`src/rtl/tw_pkg.sv`:
```
package tw_pkg;
  typedef enum logic [2:0] {
    ST_IDLE,
    ST_DEV,
    ST_ACK,
    ST_WADR,
    ST_WDAT,
    ST_TX,
    ST_MACK
  } tw_state_e;

  typedef enum logic [1:0] {
    NX_WADR,
    NX_WDAT,
    NX_TX
  } tw_next_e;

  localparam int unsigned BYTE_W = 8;
endpackage

```
`src/rtl/tw_bus_sense.sv`:
```
module tw_bus_sense (
  input  logic clk,
  input  logic rst_n,
  input  logic scl_i,
  input  logic sda_i,
  output logic scl_rise,
  output logic scl_fall,
  output logic start_det,
  output logic stop_det
);
  logic scl_q, sda_q;

  always_ff @(posedge clk) begin
    if (!rst_n) begin
      scl_q <= 1'b1;
      sda_q <= 1'b1;
    end else begin
      scl_q <= scl_i;
      sda_q <= sda_i;
    end
  end

  assign scl_rise  = scl_i & ~scl_q;
  assign scl_fall  = ~scl_i & scl_q;
  assign start_det = scl_i & scl_q & sda_q & ~sda_i;
  assign stop_det  = scl_i & scl_q & ~sda_q & sda_i;

  // a start or stop condition is never seen on an SCL edge
  p_cond_level_r1: assert property (@(posedge clk) disable iff (!rst_n)
    (start_det || stop_det) |-> (scl_i && $past(scl_i)));
endmodule

```
`src/rtl/tw_word_ctr.sv`:
```
module tw_word_ctr #(
  parameter int AW        = 8,
  parameter int PAGE_BITS = 2
) (
  input  logic          clk,
  input  logic          rst_n,
  input  logic          ld_en,
  input  logic [AW-1:0] ld_val,
  input  logic          inc_page,
  input  logic          inc_full,
  output logic [AW-1:0] ctr_o
);
  localparam logic [AW-1:0] FULL_ONE = 1;

  logic [AW-1:0] ctr_q, page_nx, full_nx;

  assign full_nx = ctr_q + FULL_ONE;

  generate
    if (PAGE_BITS >= AW) begin : g_flat
      assign page_nx = full_nx;
    end else begin : g_paged
      localparam logic [PAGE_BITS-1:0] LO_ONE = 1;
      logic [PAGE_BITS-1:0] lo_nx;
      assign lo_nx   = ctr_q[PAGE_BITS-1:0] + LO_ONE;
      assign page_nx = {ctr_q[AW-1:PAGE_BITS], lo_nx};

      // a page step never touches the page number
      p_page_hold_r6: assert property (@(posedge clk) disable iff (!rst_n)
        (inc_page && !ld_en) |=> (ctr_o[AW-1:PAGE_BITS] == $past(ctr_o[AW-1:PAGE_BITS])));
    end
  endgenerate

  always_ff @(posedge clk) begin
    if (!rst_n)        ctr_q <= '0;
    else if (ld_en)    ctr_q <= ld_val;
    else if (inc_page) ctr_q <= page_nx;
    else if (inc_full) ctr_q <= full_nx;
  end

  assign ctr_o = ctr_q;

  // a read step moves the counter by exactly one, modulo the space
  p_full_step_r9: assert property (@(posedge clk) disable iff (!rst_n)
    (inc_full && !ld_en && !inc_page) |=> (ctr_o == $past(ctr_o) + FULL_ONE));
endmodule

```
`src/rtl/twowire_mem_slave.sv`:
```
module twowire_mem_slave #(
  parameter int AW        = 8,
  parameter int PAGE_BITS = 2,
  parameter int STRAP_W   = 3,
  parameter logic [6-STRAP_W:0] TYPE_CODE = 'b1010
) (
  input  logic               clk,
  input  logic               rst_n,
  input  logic               scl_i,
  input  logic               sda_i,
  input  logic [STRAP_W-1:0] strap_i,
  input  logic               busy_i,
  output logic               sda_pull_o,
  output logic               wr_valid_o,
  input  logic               wr_ready_i,
  output logic [AW-1:0]      wr_addr_o,
  output logic [7:0]         wr_data_o,
  output logic               rd_valid_o,
  input  logic               rd_ready_i,
  output logic [AW-1:0]      rd_addr_o,
  input  logic [7:0]         rd_data_i
);
  import tw_pkg::*;

  localparam int TYPE_W = tw_pkg::BYTE_W - 1 - STRAP_W;

  logic scl_rise, scl_fall, start_det, stop_det;
  tw_state_e state;
  tw_next_e  nxt;
  logic [2:0] cnt;
  logic [1:0] ph;
  logic [6:0] rx_sh;
  logic [7:0] tx_sh;
  logic [7:0] byte_in;
  logic       pull_q;
  logic       rx_state, byte_done, hdr_match;
  logic       ld_en, inc_page, inc_full;
  logic [AW-1:0] ctr;

  tw_bus_sense u_sense (
    .clk       (clk),
    .rst_n     (rst_n),
    .scl_i     (scl_i),
    .sda_i     (sda_i),
    .scl_rise  (scl_rise),
    .scl_fall  (scl_fall),
    .start_det (start_det),
    .stop_det  (stop_det)
  );

  assign byte_in   = {rx_sh, sda_i};
  assign rx_state  = (state == ST_DEV) || (state == ST_WADR) || (state == ST_WDAT);
  assign byte_done = rx_state && scl_rise && (cnt == 3'd7) && !start_det && !stop_det;
  assign hdr_match = (byte_in[7:STRAP_W+1] == TYPE_CODE) && (byte_in[STRAP_W:1] == strap_i);

  assign ld_en    = byte_done && (state == ST_WADR);
  assign inc_page = byte_done && (state == ST_WDAT);
  assign inc_full = rd_valid_o && rd_ready_i;

  tw_word_ctr #(.AW(AW), .PAGE_BITS(PAGE_BITS)) u_ctr (
    .clk      (clk),
    .rst_n    (rst_n),
    .ld_en    (ld_en),
    .ld_val   (byte_in[AW-1:0]),
    .inc_page (inc_page),
    .inc_full (inc_full),
    .ctr_o    (ctr)
  );

  // Memory-side handshakes
  always_ff @(posedge clk) begin
    if (!rst_n) begin
      wr_valid_o <= 1'b0;
      wr_addr_o  <= '0;
      wr_data_o  <= '0;
    end else begin
      if (wr_valid_o && wr_ready_i) wr_valid_o <= 1'b0;
      if (inc_page) begin
        wr_valid_o <= 1'b1;
        wr_addr_o  <= ctr;
        wr_data_o  <= byte_in;
      end
    end
  end

  // Protocol sequencer
  always_ff @(posedge clk) begin
    if (!rst_n) begin
      state      <= ST_IDLE;
      nxt        <= NX_WADR;
      cnt        <= '0;
      ph         <= '0;
      rx_sh      <= '0;
      tx_sh      <= '0;
      pull_q     <= 1'b0;
      rd_valid_o <= 1'b0;
    end else begin
      if (inc_full) begin
        rd_valid_o <= 1'b0;
        tx_sh      <= rd_data_i;
      end
      if (start_det) begin
        state  <= ST_DEV;
        cnt    <= '0;
        ph     <= '0;
        pull_q <= 1'b0;
      end else if (stop_det) begin
        state  <= ST_IDLE;
        ph     <= '0;
        pull_q <= 1'b0;
      end else begin
        case (state)
          ST_DEV, ST_WADR, ST_WDAT: begin
            if (scl_rise) begin
              rx_sh <= byte_in[6:0];
              cnt   <= cnt + 3'd1;
            end
            if (byte_done) begin
              ph <= '0;
              if (state == ST_DEV) begin
                if (hdr_match && !busy_i) begin
                  state <= ST_ACK;
                  if (byte_in[0]) begin
                    nxt        <= NX_TX;
                    rd_valid_o <= 1'b1;
                  end else begin
                    nxt <= NX_WADR;
                  end
                end else begin
                  state <= ST_IDLE;
                end
              end else begin
                state <= ST_ACK;
                nxt   <= NX_WDAT;
              end
            end
          end
          ST_ACK: begin
            if (scl_fall) begin
              if (ph == 2'd0) begin
                pull_q <= 1'b1;
                ph     <= 2'd1;
              end else begin
                ph  <= '0;
                cnt <= '0;
                case (nxt)
                  NX_TX: begin
                    state  <= ST_TX;
                    pull_q <= ~tx_sh[7];
                  end
                  NX_WADR: begin
                    state  <= ST_WADR;
                    pull_q <= 1'b0;
                  end
                  default: begin
                    state  <= ST_WDAT;
                    pull_q <= 1'b0;
                  end
                endcase
              end
            end
          end
          ST_TX: begin
            if (scl_fall) begin
              tx_sh  <= {tx_sh[6:0], 1'b0};
              pull_q <= ~tx_sh[6];
            end
            if (scl_rise) begin
              cnt <= cnt + 3'd1;
              if (cnt == 3'd7) begin
                state <= ST_MACK;
                ph    <= '0;
              end
            end
          end
          ST_MACK: begin
            if (ph == 2'd0 && scl_fall) begin
              pull_q <= 1'b0;
              ph     <= 2'd1;
            end else if (ph == 2'd1 && scl_rise) begin
              if (!sda_i) begin
                rd_valid_o <= 1'b1;
                ph         <= 2'd2;
              end else begin
                state <= ST_IDLE;
                ph    <= '0;
              end
            end else if (ph == 2'd2 && scl_fall) begin
              state  <= ST_TX;
              pull_q <= ~tx_sh[7];
              cnt    <= '0;
              ph     <= '0;
            end
          end
          default: ;
        endcase
      end
    end
  end

  assign sda_pull_o = pull_q;
  assign rd_addr_o  = ctr;

  // a start always restarts address reception from bit zero
  p_start_restart_r1: assert property (@(posedge clk) disable iff (!rst_n)
    start_det |=> (state == ST_DEV && cnt == 3'd0 && !sda_pull_o));

  // idle means released
  p_idle_released_r3: assert property (@(posedge clk) disable iff (!rst_n)
    (state == ST_IDLE) |-> !sda_pull_o);

  // a header seen while busy leads straight to idle
  p_busy_silent_r4: assert property (@(posedge clk) disable iff (!rst_n)
    (byte_done && state == ST_DEV && busy_i) |=> (state == ST_IDLE));

  // the pull enable moves only after SCL was seen low
  p_pull_scl_low_r11: assert property (@(posedge clk) disable iff (!rst_n)
    (sda_pull_o != $past(sda_pull_o)) |-> !$past(scl_i));

  // write request held stable under back-pressure
  p_wr_hold_r12: assert property (@(posedge clk) disable iff (!rst_n)
    (wr_valid_o && !wr_ready_i) |=> (wr_valid_o && $stable(wr_addr_o) && $stable(wr_data_o)));

  // read request held stable under back-pressure
  p_rd_hold_r12: assert property (@(posedge clk) disable iff (!rst_n)
    (rd_valid_o && !rd_ready_i) |=> (rd_valid_o && $stable(rd_addr_o)));

  // read data present before the first bit goes out
  p_rd_in_time_r12: assert property (@(posedge clk) disable iff (!rst_n)
    (scl_fall && !start_det && ((state == ST_ACK && ph == 2'd1 && nxt == NX_TX) ||
                 (state == ST_MACK && ph == 2'd2))) |-> !rd_valid_o);
endmodule

```
`config.mk`:
```
export PLATFORM = sky130hd
export DESIGN_NAME = twowire_mem_slave
export DESIGN_NICKNAME = d
export VERILOG_FILES = /design/src/rtl/tw_pkg.sv /design/src/rtl/tw_bus_sense.sv /design/src/rtl/tw_word_ctr.sv /design/src/rtl/twowire_mem_slave.sv
export SDC_FILE = /design/constraint.sdc
export NUM_CORES = 1
export LEC_CHECK = 0
export ABC_AREA = 1
export BUFFER_PORTS_ARGS = -buffer_cell sky130_fd_sc_hd__clkbuf_2
export CAP_MARGIN = 20
export CORE_AREA = 5 5 83 85
export CTS_CLUSTER_SIZE = 8
export DETAILED_ROUTE_END_ITERATION = 12
export DIE_AREA = 0 0 88 90
export HOLD_SLACK_MARGIN = 0.12
export PLACE_DENSITY = 0.68
export SLEW_MARGIN = 20
export SYNTH_ARGS = -nofsm -noshare
export SYNTH_HDL_FRONTEND = slang
export SYNTH_SLANG_ARGS = --single-unit
```
`constraint.sdc`:
```
create_clock -name clk -period 1.9 [get_ports clk]
set_input_delay 0.57 -clock clk [delete_from_list [all_inputs] [get_ports clk]]
set_output_delay 0.57 -clock clk [all_outputs]
set_load 0.1 [all_outputs]
```
==> results.json, run 1 <==
{
  "routedWlPerCell_um": 12.4,
  "dr.max_layer_used": "met4",
  "antenna_found_initial": 0,
  "crit_type": "flip-flop to primary output",
  "io_pins": 45,
  "grt.total_usage": 0.181,
  "maxCapViolCount": 0,
  "grt_max_degree": 28,
  "synth_compound_area_frac": 0.146,
  "hold_viol_final": 0,
  "post_cts_buffers": 0,
  "synth.most_common_cell": "nand2_1",
  "initial_core_util": 0.481,
  "crit_chain": "clkbuf_2",
  "synth_area_leaders": "dfxtp_1, nand2_1, nor2_1",
  "nFillCells": 589,
  "fin_crit_ps": 1760,
  "grt_pass1_vias": 2611,
  "clock_latency_ps": 310,
  "cts_sinks": 54,
  "synth.distinct_cells": 34,
  "syn-cell-area_sq_um": 2950,
  "die-area_sq_um": 7920,
  "tns_ps": 0,
  "dp_hpwl_mm": 4.95,
  "worst_path_dominant_cell_family": "buffers and inverters",
  "initialDrtViolationCount": 81,
  "async_flop_share": 0,
  "synth_nets": 423,
  "drtAntennaViolNets": 0,
  "worstPathArrival_ps": 1190,
  "yosys.area.top_type": "dfxtp_1",
  "ys_top_cells_by_count": "nand2_1, dfxtp_1, nor2_1",
  "placed_area_sq_um": 3310,
  "fin_util": 0.556,
  "diodes": 0,
  "synth_top_area_frac": 0.367,
  "synth-main-ff-cell": "dfxtp_1",
  "synth-seq-cells": 54,
  "max_freq_mhz": 569,
  "drc": 0,
  "die_y_um": 90,
  "num_rows": 29,
  "synth_top_family_by_area": "simple AND/OR/NAND/NOR gates",
  "muxShareOfSynthArea": 0.0267,
  "hold_path.class": "flip-flop to flip-flop",
  "ys_seq_area_frac": 0.367,
  "cp_data_required_time_ps": 1330,
  "gp_congestion": 0.894,
  "cts_buffer_depth": 2,
  "maxSlewHeadroom": 0.635,
  "port_buffers": 44,
  "cts_tree": "yes",
  "synth_edf_count": 0,
  "dr_wl_met3_um": 384,
  "power_mw": 2.59,
  "ys.warnings.count": 0,
  "m1WireLength_mm": 3.11,
  "slowest_delay_ps": 480,
  "area_growth_pct": 15.7,
  "status": "finished clean",
  "synth.avg_cell_area_sq_um": 7.33,
  "cts-root-buf": "clkbuf_8",
  "viasPerCell": 4.93,
  "path_max_fanout": 4,
  "cts_buffers": 5,
  "critPathCaptureType": "primary output",
  "vdd_drop_max_mv": 0.539,
  "cp_slowest_cell": "clkbuf_2",
  "dr_total_vias": 2640,
  "tightest_slew_ps": 549,
  "dr.pass1.iters": 5,
  "min_period_over_period": 0.925,
  "p_leak_nw": 1.56,
  "stdcell_area_sq_um": 3410,
  "setup_violations": 0,
  "skew_ps": 5.69,
  "rsz0062_at_grt": "no",
  "die_w_um": 88,
  "htree_levels": 2,
  "wl_met2_mm": 3.02,
  "core_region_area_sq_um": 6130,
  "hold_buffers": 0,
  "synthCells": 402,
  "worst_setup_path_start_kind": "flip-flop",
  "synth_xor_area_frac": 0.0178,
  "nets": 479,
  "drv_slew": 0,
  "synth_simple_gate_area_frac": 0.328,
  "grt_pass1_wl_mm": 11.8,
  "cts_resized": 0,
  "yosys.area_share.adder": 0.0127,
  "grt-ovfl-total": 0,
  "layout-drive-gt1-share": 0.285,
  "clkSlewWorstSetupHoldPaths_ps": 100,
  "drt-total-wl_mm": 6.63,
  "p_per_area_nw_per_um2": 760,
  "critical_path.n_buffers_inverters": 1
}
==> layer usage <==
metal  vias up  track usage
li1       1401            -
met1      1157        0.238
met2        70        0.296
met3        12       0.0375
met4         0       0.0486
met5         -            0
==> through the flow <==
stage               hold WS, ps  instances  setup slack, ps
floorplan                   425        402            -43.1
detailed placement          436        528             20.3
CTS                         452        536              128
global route                467        536            0.173
finish                      447        536              143
global placement            435        528             22.0
==> path summary, 6_finish.rpt <==
check | from | to | slack [ps] | cells after the start
worst max-delay path | u_ctr.ctr_o[5]$_SDFFE_PN0P_ | rd_addr_o[5] | 140 | 1
worst min-delay path | wr_addr_o[1]$_SDFFE_PN0P_ | wr_addr_o[1]$_SDFFE_PN0P_ | 450 | 2
worst max register to register | state[2]$_SDFFE_PP0P_ | u_ctr.ctr_o[0]$_SDFFE_PN0P_ | 170 | 10
worst min register to register | wr_addr_o[1]$_SDFFE_PN0P_ | wr_addr_o[1]$_SDFFE_PN0P_ | 450 | 2
==> tightest hold or removal path: stages (launching register included) <==
cell and delay [ps]:
dfxtp_1 320, inv_1 40, a21oi_1 40
==> power by group <==
| part | internal (mW) | switching [mW] |
|---|---|---|
| combinational | 0.242 | 0.430 |
| clock | 0.294 | 0.388 |
| sequential | 1.19 | 0.0494 |
| total | 1.72 | 0.867 |
==> layout make-up <==
cell class                 instances  area, sq um  area share
multi-input combinational        287         1570       0.460
clock inverter                     2         12.5     0.00367
timing repair buffer              63          375       0.110
tap                               77         96.3      0.0282
clock buffer                       6         82.6      0.0242
sequential                        54         1090       0.318
inverter                          47          190      0.0558
==> sequential cells by signal, summed over array words and instances (netlist names) <==
name / flops
rd_valid_o: 1
rx_sh: 7
ph: 2
cnt: 3
wr_data_o: 8
state: 3
u_ctr.ctr_o: 8
u_sense.scl_q: 1
sda_pull_o: 1
u_sense.sda_q: 1
tx_sh: 8
wr_valid_o: 1
wr_addr_o: 8
nxt: 2
==> cells by family (layout without fill, tap and decap cells) <==
family                     after synthesis  after routing
muxes                                    7              7
and+or+nand+nor                        197            197
AOI/OAI and AO/OA                       74             74
xor gates and xnor gates                 6              6
DFF                                     54             54
buffers and inverters                   61            118
adders and majority gates                3              3
==> cells in the final DEF (no fill, tap or decap), types with 4 or more instances in the layout <==
master and instances:
a21oi_2 11, clkbuf_2 44, nand3_1 15, clkbuf_8 6, a21oi_1 26, nand2_1 82
buf_4 18, dfxtp_1 50, nor2_4 12, nor2_2 12, o21ai_0 28, nor3_1 10
dfxtp_2 4, inv_1 43, mux2_2 7, nor2_1 51, xor2_1 6
Note: power is estimated with default switching activity, not from simulation.
==> run 2, diff against run 1 <==
--- a/config.mk
+++ b/config.mk
@@ -7,13 +7,14 @@
 export LEC_CHECK = 0
 export ABC_AREA = 1
 export BUFFER_PORTS_ARGS = -buffer_cell sky130_fd_sc_hd__clkbuf_2
-export CAP_MARGIN = 20
-export CORE_AREA = 5 5 83 85
+export CELL_PAD_IN_SITES_DETAIL_PLACEMENT = 1
+export CELL_PAD_IN_SITES_GLOBAL_PLACEMENT = 1
+export CORE_AREA = 5 5 91 93
 export CTS_CLUSTER_SIZE = 8
 export DETAILED_ROUTE_END_ITERATION = 12
-export DIE_AREA = 0 0 88 90
+export DIE_AREA = 0 0 96 98
 export HOLD_SLACK_MARGIN = 0.12
-export PLACE_DENSITY = 0.68
+export PLACE_DENSITY = 0.76
 export SLEW_MARGIN = 20
 export SYNTH_ARGS = -nofsm -noshare
 export SYNTH_HDL_FRONTEND = slang
==> results.json, run 2 (synthesis gave the netlist of run 1 again) <==
{
  "status": "finished clean",
  "final_common_cell": "nand2_1",
  "maxSlewHeadroom": 0.636,
  "power_frac_comb": 0.264,
  "die_w_um": 96,
  "pwr-share-seq": 0.477,
  "switching_share": 0.336,
  "grt_pass1_wl_mm": 13.0,
  "dp_hpwl_mm": 6.20,
  "port_buffers": 44,
  "stdcell_area_sq_um": 3480,
  "pwr-share-clk": 0.259,
  "dr.pass1.iters": 4,
  "gp_congestion": 0.906,
  "setup_violations": 0,
  "grt-ovfl-total": 0,
  "num_rows": 32,
  "viasPerCell": 4.90,
  "hold_viol_final": 0,
  "core_region_area_sq_um": 7450,
  "maxCapViolCount": 0,
  "drc": 0,
  "io_pins": 45,
  "cts_sinks": 54,
  "routedWlPerCell_um": 13.6,
  "dp_slack_ps": -49.3,
  "worstPathArrival_ps": 2010,
  "power_mw": 2.59,
  "area_growth_pct": 18.1,
  "cp_data_required_time_ps": 2090,
  "skew_ps": 7.73,
  "htree_levels": 2,
  "layout-drive-gt1-share": 0.291,
  "hold_buffers": 0,
  "min_period_over_period": 0.957,
  "tightest_slew_ps": 548,
  "grt.total_usage": 0.171,
  "layout_setup_ws_ps": 82.6,
  "vdd_drop_max_mv": 0.470,
  "die-area_sq_um": 9410,
  "antenna_found_initial": 0,
  "crit_type": "flip-flop to flip-flop",
  "p_int_mw": 1.72,
  "diodes": 0,
  "hold_path.class": "flip-flop to flip-flop",
  "drt-total-wl_mm": 7.68,
  "critPathCaptureType": "flip-flop",
  "drtAntennaViolNets": 0,
  "nets": 484,
  "path_max_fanout": 10,
  "fin_crit_ps": 1820,
  "fin_util": 0.468,
  "switchingPower_uw": 869,
  "clock_latency_ps": 300,
  "initialDrtViolationCount": 62,
  "nFillCells": 1011,
  "whs_ps": 453,
  "placed_area_sq_um": 3380,
  "initial_core_util": 0.396,
  "clkSlewWorstSetupHoldPaths_ps": 90,
  "worst_setup_path_start_kind": "flip-flop",
  "max_freq_mhz": 550,
  "drv_slew": 0,
  "dr_total_vias": 2776,
  "cts-root-buf": "clkbuf_8",
  "grt_max_degree": 28,
  "cts_buffers": 5,
  "grt_pass1_vias": 2818,
  "die_y_um": 98,
  "cts_tree": "yes",
  "p_leak_nw": 1.59,
  "rsz0062_at_grt": "no",
  "layout_common_cells": "nand2_1, nor2_1, dfxtp_1",
  "cts_buffer_depth": 2,
  "p_per_area_nw_per_um2": 743
}
-- run 2: cell types whose count changed in the layout (fill, tap and decap cells not counted), sizes merged --
cell / previous run / this run
buf: 19 / 24
-- run 2: final timing paths --
path	slack [ps]	to	start	depth (start not counted)
setup reg to reg	80	wr_data_o[0]$_SDFFE_PN0P_	cnt[0]$_SDFFE_PP0P_	8
hold reg to reg	450	wr_addr_o[0]$_SDFFE_PN0P_	wr_addr_o[0]$_SDFFE_PN0P_	2
hold / removal	450	wr_addr_o[0]$_SDFFE_PN0P_	wr_addr_o[0]$_SDFFE_PN0P_	2
setup / recovery	80	wr_data_o[0]$_SDFFE_PN0P_	cnt[0]$_SDFFE_PP0P_	8
-- run 2: worst max-delay path, stage by stage, from the launching register on --
cell     delay (ps)
dfxtp_1         340
ha_1            150
ha_1            210
buf_4           140
nand3_4          80
or2_2           360
buf_4           220
a21oi_2         160
nor2_2           40
-- run 2: power groups by stage --
stage               sequential [mW]  combinational (mW)  clock [mW]
finish                         1.23               0.683       0.670
global placement               1.26               0.665           0
global route                   1.24               0.770       0.749
CTS                            1.24               0.686       0.710
floorplan                      1.30               0.455           0
detailed placement             1.26               0.682           0
-- run 2: repair_timing --
action | 4_1_cts | 5_1_grt
resized for setup | 0 | 1
setup endpoints to repair | 0 | 2
setup buffers | 0 | 0
-- run 2: per-layer routing --
metal | global-route usage | wire, um
met4 | 0.0492 | 142
met2 | 0.313 | 4050
met3 | 0.0285 | 258
met1 | 0.200 | 3230
met5 | 0 | 0
-- run 2: layout make-up --
cell class	instances	area, sq um	share of cell area
Tap cell	102	128	0.0367
Clock inverter	2	12.5	0.00359
Clock buffer	6	82.6	0.0237
Timing Repair Buffer	68	413	0.119
Sequential cell	54	1090	0.312
Multi-Input combinational cell	287	1570	0.451
Inverter	47	190	0.0546
-- run 2: per-stage QoR --
stage,setup TNS (ps),std cells
after floorplan,-43.1,402
after global placement,0,558
after detailed placement,-210,558
after CTS,0,566
after global routing,0,566
final,0,566
